`src/rtl/dtg_pkg.sv`:
```
package dtg_pkg;

    // Per-switch gate state
    typedef enum logic [1:0] {
        SW_OFF  = 2'd0,
        SW_WAIT = 2'd1,
        SW_ON   = 2'd2
    } sw_state_t;

endpackage

```
`src/rtl/dtg_switch_fsm.sv`:
```
module dtg_switch_fsm
    import dtg_pkg::*;
#(
    parameter int CW = 8
) (
    input  logic          clk,
    input  logic          rst_n,
    input  logic          req,
    input  logic          permit,
    output logic          gate,
    output logic [CW-1:0] low_cnt
);

    localparam logic [CW-1:0] CNT_SAT = '1;

    sw_state_t st_q;
    sw_state_t st_d;

    // next-state: arm, fire, drop
    always_comb begin
        st_d = st_q;
        unique case (st_q)
            SW_OFF: begin
                if (req) begin
                    st_d = permit ? SW_ON : SW_WAIT;
                end
            end
            SW_WAIT: begin
                if (!req) begin
                    st_d = SW_OFF;
                end else if (permit) begin
                    st_d = SW_ON;
                end
            end
            SW_ON: begin
                if (!req) begin
                    st_d = SW_OFF;
                end
            end
            default: st_d = SW_OFF;
        endcase
    end

    // state register
    always_ff @(posedge clk or negedge rst_n) begin
        if (!rst_n) begin
            st_q <= SW_OFF;
        end else begin
            st_q <= st_d;
        end
    end

    // outputs
    always_comb begin
        gate = (st_q == SW_ON);
    end

    // time spent with the gate low, saturating
    always_ff @(posedge clk or negedge rst_n) begin
        if (!rst_n) begin
            low_cnt <= CNT_SAT;
        end else if (st_d == SW_ON) begin
            low_cnt <= '0;
        end else if (low_cnt != CNT_SAT) begin
            low_cnt <= low_cnt + 1'b1;
        end
    end

    AST_FALL_NOW: assert property (@(posedge clk) disable iff (!rst_n)
        !req |=> !gate);

    AST_HOLD_ON: assert property (@(posedge clk) disable iff (!rst_n)
        (gate && req) |=> gate);

endmodule

```
`src/rtl/dtg_conflict.sv`:
```
module dtg_conflict #(
    parameter int NLEG = 3
) (
    input  logic [NLEG-1:0] cmd_up,
    input  logic [NLEG-1:0] cmd_dn,
    input  logic            cmd_mid,
    output logic [NLEG-1:0] req_up,
    output logic [NLEG-1:0] req_dn,
    output logic            req_mid,
    output logic            hit
);

    logic [NLEG-1:0] leg_clash;
    logic            mid_clash;

    always_comb begin
        mid_clash = cmd_mid && ((|cmd_up) || (|cmd_dn));
        req_mid   = cmd_mid && !mid_clash;
        hit       = mid_clash || (|leg_clash);
    end

    for (genvar i = 0; i < NLEG; i++) begin : g_leg
        always_comb begin
            leg_clash[i] = cmd_up[i] && cmd_dn[i];
            req_up[i]    = cmd_up[i] && !leg_clash[i] && !mid_clash;
            req_dn[i]    = cmd_dn[i] && !leg_clash[i] && !mid_clash;
        end
    end

endmodule

```
`src/rtl/dtg_permit.sv`:
```
module dtg_permit #(
    parameter int NLEG = 3,
    parameter int CW   = 8
) (
    input  logic [CW-1:0]           leg_dead,
    input  logic [CW-1:0]           mid_dead,
    input  logic [NLEG-1:0][CW-1:0] up_low,
    input  logic [NLEG-1:0][CW-1:0] dn_low,
    input  logic [CW-1:0]           mid_low,
    output logic [NLEG-1:0]         permit_up,
    output logic [NLEG-1:0]         permit_dn,
    output logic                    permit_mid
);

    localparam logic [CW-1:0] ONE = {{(CW-1){1'b0}}, 1'b1};

    logic [CW-1:0] leg_need;
    logic [CW-1:0] mid_need;
    logic          mid_quiet;
    logic          legs_quiet;

    // a zero setting still leaves one cycle of gap
    always_comb begin
        leg_need  = (leg_dead == '0) ? ONE : leg_dead;
        mid_need  = (mid_dead == '0) ? ONE : mid_dead;
        mid_quiet = (mid_low >= mid_need);
    end

    always_comb begin
        legs_quiet = 1'b1;
        for (int i = 0; i < NLEG; i++) begin
            if ((up_low[i] < mid_need) || (dn_low[i] < mid_need)) begin
                legs_quiet = 1'b0;
            end
        end
        permit_mid = legs_quiet;
    end

    for (genvar i = 0; i < NLEG; i++) begin : g_leg
        always_comb begin
            permit_up[i] = (dn_low[i] >= leg_need) && mid_quiet;
            permit_dn[i] = (up_low[i] >= leg_need) && mid_quiet;
        end
    end

endmodule

```
`src/rtl/dtg_fault_latch.sv`:
```
module dtg_fault_latch (
    input  logic clk,
    input  logic rst_n,
    input  logic hit,
    output logic fault
);

    always_ff @(posedge clk or negedge rst_n) begin
        if (!rst_n) begin
            fault <= 1'b0;
        end else if (hit) begin
            fault <= 1'b1;
        end
    end

    AST_FAULT_STICKY: assert property (@(posedge clk) disable iff (!rst_n)
        fault |=> fault);

endmodule

```
`src/rtl/gate_deadtime_guard.sv`:
```
module gate_deadtime_guard #(
    parameter int NLEG = 3,
    parameter int CW   = 8
) (
    input  logic            clk,
    input  logic            rst_n,
    input  logic [NLEG-1:0] cmd_up,
    input  logic [NLEG-1:0] cmd_dn,
    input  logic            cmd_mid,
    input  logic [CW-1:0]   leg_dead,
    input  logic [CW-1:0]   mid_dead,
    output logic [NLEG-1:0] gate_up,
    output logic [NLEG-1:0] gate_dn,
    output logic            gate_mid,
    output logic            fault
);

    logic [NLEG-1:0]         req_up;
    logic [NLEG-1:0]         req_dn;
    logic                    req_mid;
    logic                    hit;
    logic [NLEG-1:0]         permit_up;
    logic [NLEG-1:0]         permit_dn;
    logic                    permit_mid;
    logic [NLEG-1:0][CW-1:0] up_low;
    logic [NLEG-1:0][CW-1:0] dn_low;
    logic [CW-1:0]           mid_low;

    dtg_conflict #(.NLEG(NLEG)) u_conflict (
        .cmd_up  (cmd_up),
        .cmd_dn  (cmd_dn),
        .cmd_mid (cmd_mid),
        .req_up  (req_up),
        .req_dn  (req_dn),
        .req_mid (req_mid),
        .hit     (hit)
    );

    dtg_permit #(.NLEG(NLEG), .CW(CW)) u_permit (
        .leg_dead   (leg_dead),
        .mid_dead   (mid_dead),
        .up_low     (up_low),
        .dn_low     (dn_low),
        .mid_low    (mid_low),
        .permit_up  (permit_up),
        .permit_dn  (permit_dn),
        .permit_mid (permit_mid)
    );

    for (genvar i = 0; i < NLEG; i++) begin : g_leg
        dtg_switch_fsm #(.CW(CW)) u_up (
            .clk     (clk),
            .rst_n   (rst_n),
            .req     (req_up[i]),
            .permit  (permit_up[i]),
            .gate    (gate_up[i]),
            .low_cnt (up_low[i])
        );

        dtg_switch_fsm #(.CW(CW)) u_dn (
            .clk     (clk),
            .rst_n   (rst_n),
            .req     (req_dn[i]),
            .permit  (permit_dn[i]),
            .gate    (gate_dn[i]),
            .low_cnt (dn_low[i])
        );

        AST_LEG_EXCL: assert property (@(posedge clk) disable iff (!rst_n)
            !(gate_up[i] && gate_dn[i]));

        AST_UP_AFTER_DN: assert property (@(posedge clk) disable iff (!rst_n)
            $rose(gate_up[i]) |-> $past(!gate_dn[i]));

        AST_DN_AFTER_UP: assert property (@(posedge clk) disable iff (!rst_n)
            $rose(gate_dn[i]) |-> $past(!gate_up[i]));

        AST_LEG_CLASH: assert property (@(posedge clk) disable iff (!rst_n)
            (cmd_up[i] && cmd_dn[i]) |=> (!gate_up[i] && !gate_dn[i] && fault));
    end

    dtg_switch_fsm #(.CW(CW)) u_mid (
        .clk     (clk),
        .rst_n   (rst_n),
        .req     (req_mid),
        .permit  (permit_mid),
        .gate    (gate_mid),
        .low_cnt (mid_low)
    );

    dtg_fault_latch u_fault (
        .clk   (clk),
        .rst_n (rst_n),
        .hit   (hit),
        .fault (fault)
    );

    AST_MID_EXCL: assert property (@(posedge clk) disable iff (!rst_n)
        gate_mid |-> (gate_up == '0 && gate_dn == '0));

    AST_MID_AFTER_LEGS: assert property (@(posedge clk) disable iff (!rst_n)
        $rose(gate_mid) |-> $past(gate_up == '0 && gate_dn == '0));

    AST_MID_CLASH: assert property (@(posedge clk) disable iff (!rst_n)
        (cmd_mid && (cmd_up != '0 || cmd_dn != '0))
        |=> (!gate_mid && gate_up == '0 && gate_dn == '0 && fault));

endmodule

```
`config.mk`:
```
export PLATFORM = sky130hd
export DESIGN_NAME = gate_deadtime_guard
export DESIGN_NICKNAME = d
export VERILOG_FILES = /design/src/rtl/dtg_pkg.sv /design/src/rtl/dtg_switch_fsm.sv /design/src/rtl/dtg_conflict.sv /design/src/rtl/dtg_permit.sv /design/src/rtl/dtg_fault_latch.sv /design/src/rtl/gate_deadtime_guard.sv
export SDC_FILE = /design/constraint.sdc
export NUM_CORES = 1
export LEC_CHECK = 0
export ABC_AREA = 1
export BUFFER_PORTS_ARGS = -buffer_cell sky130_fd_sc_hd__buf_2
export CAP_MARGIN = 20
export CORE_UTILIZATION = 35
export DETAILED_ROUTE_END_ITERATION = 12
export GPL_ROUTABILITY_DRIVEN = 0
export PLACE_DENSITY = 0.58
export SYNTH_ARGS = -nofsm -noshare
export SYNTH_HDL_FRONTEND = slang
export SYNTH_SLANG_ARGS = --single-unit
```
`constraint.sdc`:
```
create_clock -name clk -period 2.65 [get_ports clk]
set_input_delay 0.53 -clock clk [delete_from_list [all_inputs] [get_ports clk]]
set_output_delay 0.53 -clock clk [all_outputs]
set_load 0.05 [all_outputs]
```
# Word-level counts from Yosys, hierarchy flattened
# Index checks and enable logic that the tools add are counted.
classes:
  bitwise_logic: 0
  shift: 0
  div_mod_pow: 0
  add_sub_neg: 7
  multipliers: 0
  order_cmp: 13
  mux: 61
  reduce_logical: 51
  eq_ne: 28
op_table:
  columns: ["operator", "n"]
  rows:
  - ["two-way mux 8 bit", 16]
  - ["two-way mux 2 bit", 35]
  - ["adder 8 x 1 -> 8 bit, second input constant", 7]
  - ["greater-or-equal comparator 8 bit", 7]
  - ["inequality test 8 bit, second input constant", 7]
  - ["less-than comparator 8 bit", 6]
  - ["one-hot mux 2 bit (3 select lines)", 7]
  - ["== test 2 bit, second input constant", 14]
  - ["logical AND 1 bit", 23]
  - ["zero test 8 bit", 2]
  - ["== test 2 x 1 -> 1 bit, second input constant", 7]
  - ["zero test 2 bit", 7]
  - ["nonzero test 2 bit", 7]
  - ["OR reduction 3 bit", 3]
  - ["logical OR 1 bit", 5]
  - ["zero test 1 bit", 4]
  - ["two-way mux 1 bit", 3]
totals:
  out_inout_bits: 8
  wordCells: 175
  romBits: 0
  latch_bits: 0
  n_memories: 0
  ramBits: 0
  regBits: 71

# Depth between registers and ports, before layout
logic_depth:
  word_depth: 12
  mapped_depth: 15
  ltp_nobuf: 15

# Hierarchy
# Synthesis repeated with hierarchy kept, for this count alone.
unflattened:
  cells_unflattened: 888
  area_unflattened_um2: 6407.4
modules_own_cells:
  columns: ["mod", "seq_area_each_um2", "area_each_um2", "cells_per_inst", "instances"]
  rows:
  - ["dtg_switch_fsm", 260.2, 561.8, 74, 7]
  - ["dtg_permit", 0.0, 2317.2, 344, 1]
  - ["dtg_conflict", 0.0, 121.4, 22, 1]
  - ["dtg_fault_latch", 25.0, 36.3, 4, 1]

# Worst setup path before layout
# Ideal clock, no wire load.
synth_path:
  path_type: "input port to flip-flop"
  from: "input port leg_dead[1]"
  to: "register g_leg[0].u_dn.low_cnt[0]"
  slack_ps: 294
  path_stages: 12
  t_arrival_ps: 2283
  n_path_buf: 0
  setup_time_ps: 73
  required_ps: 2577
  path_cell_list: "nor4_1 a41o_1 ha_1 o21ai_1 a21boi_1 o21ai_1 nand2_1 a21boi_1 o21ai_1 o21ai_1 nand2_1 a21oi_1"
synth_via:
  elab_chain_len: 9
synth_lines:
  columns: ["item", "line_no", "source"]
  rows:
  - ["start, declared", "gate_deadtime_guard.sv:10", "input logic [CW-1:0] leg_dead,"]
  - ["zero test 8 bit", "dtg_permit.sv:24", "leg_need = (leg_dead == '0) ? ONE : leg_dead;"]
  - ["two-way mux 8 bit *", "dtg_permit.sv:24", null]
  - ["greater-or-equal comparator 8 bit *", "dtg_permit.sv:42", "permit_dn[i] = (up_low[i] >= leg_need) && mid_quiet;"]
  - ["logical AND 1 bit *", "dtg_permit.sv:42", null]
  - ["two-way mux 2 bit, on equally long branches", "dtg_switch_fsm.sv:31, dtg_switch_fsm.sv:25", null]
  - ["two-way mux 2 bit, on equally long branches", "dtg_switch_fsm.sv:29, dtg_switch_fsm.sv:24", null]
  - ["one-hot mux 2 bit (3 select lines) *", "dtg_switch_fsm.sv:22", "unique case (st_q)"]
  - ["== test 2 bit *", "dtg_switch_fsm.sv:62", "end else if (st_d == SW_ON) begin"]
  - ["two-way mux 8 bit / nonzero test 2 bit (equally long branches)", null, null]
  - ["end signal, assigned", "dtg_switch_fsm.sv:65", "low_cnt <= low_cnt + 1'b1;"]
  - ["end, declared", "dtg_switch_fsm.sv:11", "output logic [CW-1:0] low_cnt"]
# Every way passes the cells marked *; elsewhere a longest branch is shown, timed or not.
# A chain may end at the register's enable or synchronous reset.

# Final worst setup path
layout_path:
  from: "input port leg_dead[1]"
  to: "register g_leg[0].u_dn.low_cnt[1]"
# Same word-level chain as after synthesis.

==> metrics.md <==
| Metric | Value |
|---|---|
| Via-to-Cell Ratio | 4.78 |
| Setup TNS | 0 ns |
| PwrDens | 1020 nW/um^2 |
| Crit-path max FO | 9 |
| Clk sinks | 71 |
| Hold_buf cts | 0 |
| Pleak | 3.40 nW |
| Cell Count, Final, Fillers Out | 1,021 |
| Distinct cells, synth | 42 |
| WL per Instance | 13.9 microns |
| Rows | 47 |
| Reg2reg start | u_mid.low_cnt[0] |
| Routed Antenna Nets | 0 |
| Vias after detailed routing | 4,882 |
| Cell Area, Placed | 6550 sq um |
| Port bufs | 32 |
| Crit path capture | g_leg[0].u_dn.low_cnt[1] |
| Worst Path Required | 2.93 ns |
| Die width | 132 microns |
| Post-synth EDFFs | 0 |
| Cts bufs inserted | 9 |
| Register area share after synthesis | 31.1% |
| Vias in the first global route | 4,691 |
| R2R Setup Slk | 0.41 ns |
| Final core utilization | 41.5% |
| Die Height | 132 microns |
| Max H-tree Level | 3 |
| First-pass GRT wire length | 23,900 microns |
| Core region area | 16,600 sq um |
| ANT cells | 0 |
| Initial Util | 35.8% |
| Final WL | 14,100 microns |
| First-pass iteration count of the detailed router | 4 |
| Worst skew pair latency | 0.35 ns |
| Final Skew | 0.0113 ns |
| CP max-delay cell | nor4_2 |
| Yosys warns | 0 |
| Die footprint | 17,500 sq um |
| Crit-path leading delay family | compound AO/OA/AOI/OAI gates |
| Reg2Reg Depth | 10 |
| IR drop worst, VDD | 0.391 mV |
| Final layout net count | 926 |
| FMAX | 0.434 GHz |
| Predominant post-synthesis flop cell | dfstp_2 |
| Crit share post-route | 87.0% |
| Final setup viols | 0 |
| Reg clk slew, reported paths | 0.06 ns |
| Mapped Cells | 732 |
| CTS tree | yes |
| Mapped Nets | 862 |
| Total power | 0.00704 W |
| Critical path endpoint category | register |
| Critical path, cell by cell | buf_2, nor4_2, a41o_1, ha_1, o21ai_1, a21boi_1, o21ai_1, nand2_1, a21boi_1, o21ai_1, o21ai_1, nand2_1, a21oi_1 |
| Design area | 6880 sq um |
| Hold Crit Class | input port to asynchronous set/reset pin |
| Status | finished clean |
| Crit path largest cell delay | 0.28 ns |
| Mapped cell area | 5930 sq um |
| I/O Pins | 33 |
| Fin. Hold Viols | 0 |
| Worst-case clock buffer depth | 2 |
| Worst-Margin Slew | 0.454 ns |
| RSZ-0062 raised after global routing | false |
| Crit path kind | input port to register |
| Arrival time worst endpoint | 2.58 ns |
| Placed Cells | 1,005 |
| Remaining DRCs | 0 |
| Pin count of the biggest net entering global routing | 40 |
| Ratio of cells with drive above 1 in the final layout | 24.1% |
| Gr ovfl total | 0 |
| Post-DP HPWL | 11,000 microns |
| Critical Path Most Common Cell | o21ai_1 |
| 1st-iter DRT viols | 242 |
| Async S/R FF share, synth | 100% |
| Cell count along the critical path | 13 |
| Fillers | 1,696 |
| Area grow syn2layout | 16.0% |
| Slew margin rel. | 69.5% |
| GRT Util Overall | 17.6% |
| Max cap viols | 0 |
| Worst path bufs/invs | 1 |
| Critical Path Start | leg_dead[1] |
| Final Critical Period | 2.31 ns |
| Root Driver | clkbuf_16 |
| Initial antenna violation count | 0 |
| FF-to-FF End | g_leg[0].u_dn.low_cnt[1] |
| CP startpoint kind | input port |
| Avg Synthesized Cell Area | 8.10 sq um |
| Slew Limit Fails | 0 |
| Seq cells post-synth | 71 |
## cell usage after synthesis, types with 3 or more instances
library cell  instances  area (sq um)
o21ai_1               8          40.0
inv_1                83           312
dfstp_2              56          1470
nand2_2               5          31.3
a21boi_1              3          22.5
ha_1                105          1310
nor3_2                3          30.0
dfrtp_1              15           375
xor2_1               13           114
inv_2                14          52.6
o21ai_0              26           130
o21ai_4               3          48.8
nor3_1                7          35.0
o2111ai_1             5          43.8
a211oi_1              8          60.1
nor2_2               13          81.3
nand2_1             143           537
nand3_1              37           185
a21oi_1              63           315
xnor2_1               3          26.3
nor2_1               67           251
nand3b_1              3          22.5
buf_4                 6          45.0
a21oi_2              11          96.3
nand4_1               9          56.3
## cell type report
class | count | area, sq um | share of cell area, %
clock buffer | 11 | 243 | 3.53
clock inverter | 5 | 81.3 | 1.18
inverter | 101 | 383 | 5.56
multi-input combinational | 554 | 3660 | 53.2
sequential | 71 | 1850 | 26.8
tap | 220 | 275 | 4.00
timing repair buffer | 59 | 390 | 5.67
## cell usage in the layout, fill, tap and decap left out, drive strengths merged, types with 5 or more instances in the layout
master,n
clkbuf,11
o2111ai,6
a21boi,5
nand2,150
nor2,80
ha,105
dfstp,56
nand3,38
clkinv,5
xor2,13
nand4,10
buf,59
nor3,10
inv,98
o21ai,37
dfrtp,15
a21oi,75
a211oi,8
## worst min path at each step
stage / startpoint / to / slack [ns] / cells past startpoint
final: rst_n / g_leg[0].u_dn.low_cnt[2] / 0.19 / 1
after global routing: rst_n / g_leg[0].u_up.low_cnt[7] / 0.20 / 1
after CTS: rst_n / g_leg[0].u_dn.low_cnt[2] / 0.19 / 1
after floorplan: rst_n / g_leg[0].u_dn.st_q[0] / 0.23 / 0
after detailed placement: u_mid.st_q[1] / u_mid.st_q[0] / 0.42 / 1
after global placement: u_mid.st_q[1] / u_mid.st_q[0] / 0.41 / 1
## routing by layer
metal	vias up	track usage, %	routed length [microns]
met5	-	0	0
met4	0	7.66	323
met2	49	27.7	6360
met3	19	1.96	314
met1	2216	24.3	7140
li1	2598	-	-
## repair_timing
action | in CTS | in global routing
endpoints found under the setup margin | 0 | 2
resized for setup | 0 | 1
setup buffers | 0 | 0
## report_power, final
group	switching, W	internal, W
Sequential	0.000690	0.00188
Clock	0.000477	0.000850
Combinational	0.00173	0.00140
## cell families (layout without fill, tap and decap cells)
kind of cell,count (synthesis),in the layout,share of synthesized area (%)
AOI/OAI and AO/OA,136,136,14.7
xor gates and xnor gates,16,16,2.36
adders and majority gates,105,105,22.1
buffers and inverters,107,176,7.21
DFF,71,71,31.1
muxes,2,2,0.337
and+or+nand+nor,295,295,22.1
## per-stage QoR
| stage | hold WS (ns) | worst slack [ns] |
|---|---|---|
| after detailed placement | 0.423 | -0.133 |
| after global placement | 0.413 | -0.100 |
| final | 0.189 | 0.345 |
| after global routing | 0.202 | 0.126 |
| after CTS | 0.186 | 0.226 |
| after floorplan | 0.234 | 0.294 |
## sequential cells by signal, indices dropped and copies added (netlist names)
signal              flops
g_leg.u_dn.st_q         6
u_mid.st_q              2
g_leg.u_dn.low_cnt     24
g_leg.u_up.st_q         6
g_leg.u_up.low_cnt     24
u_fault.fault           1
u_mid.low_cnt           8
(Power assumes the default switching activity.)
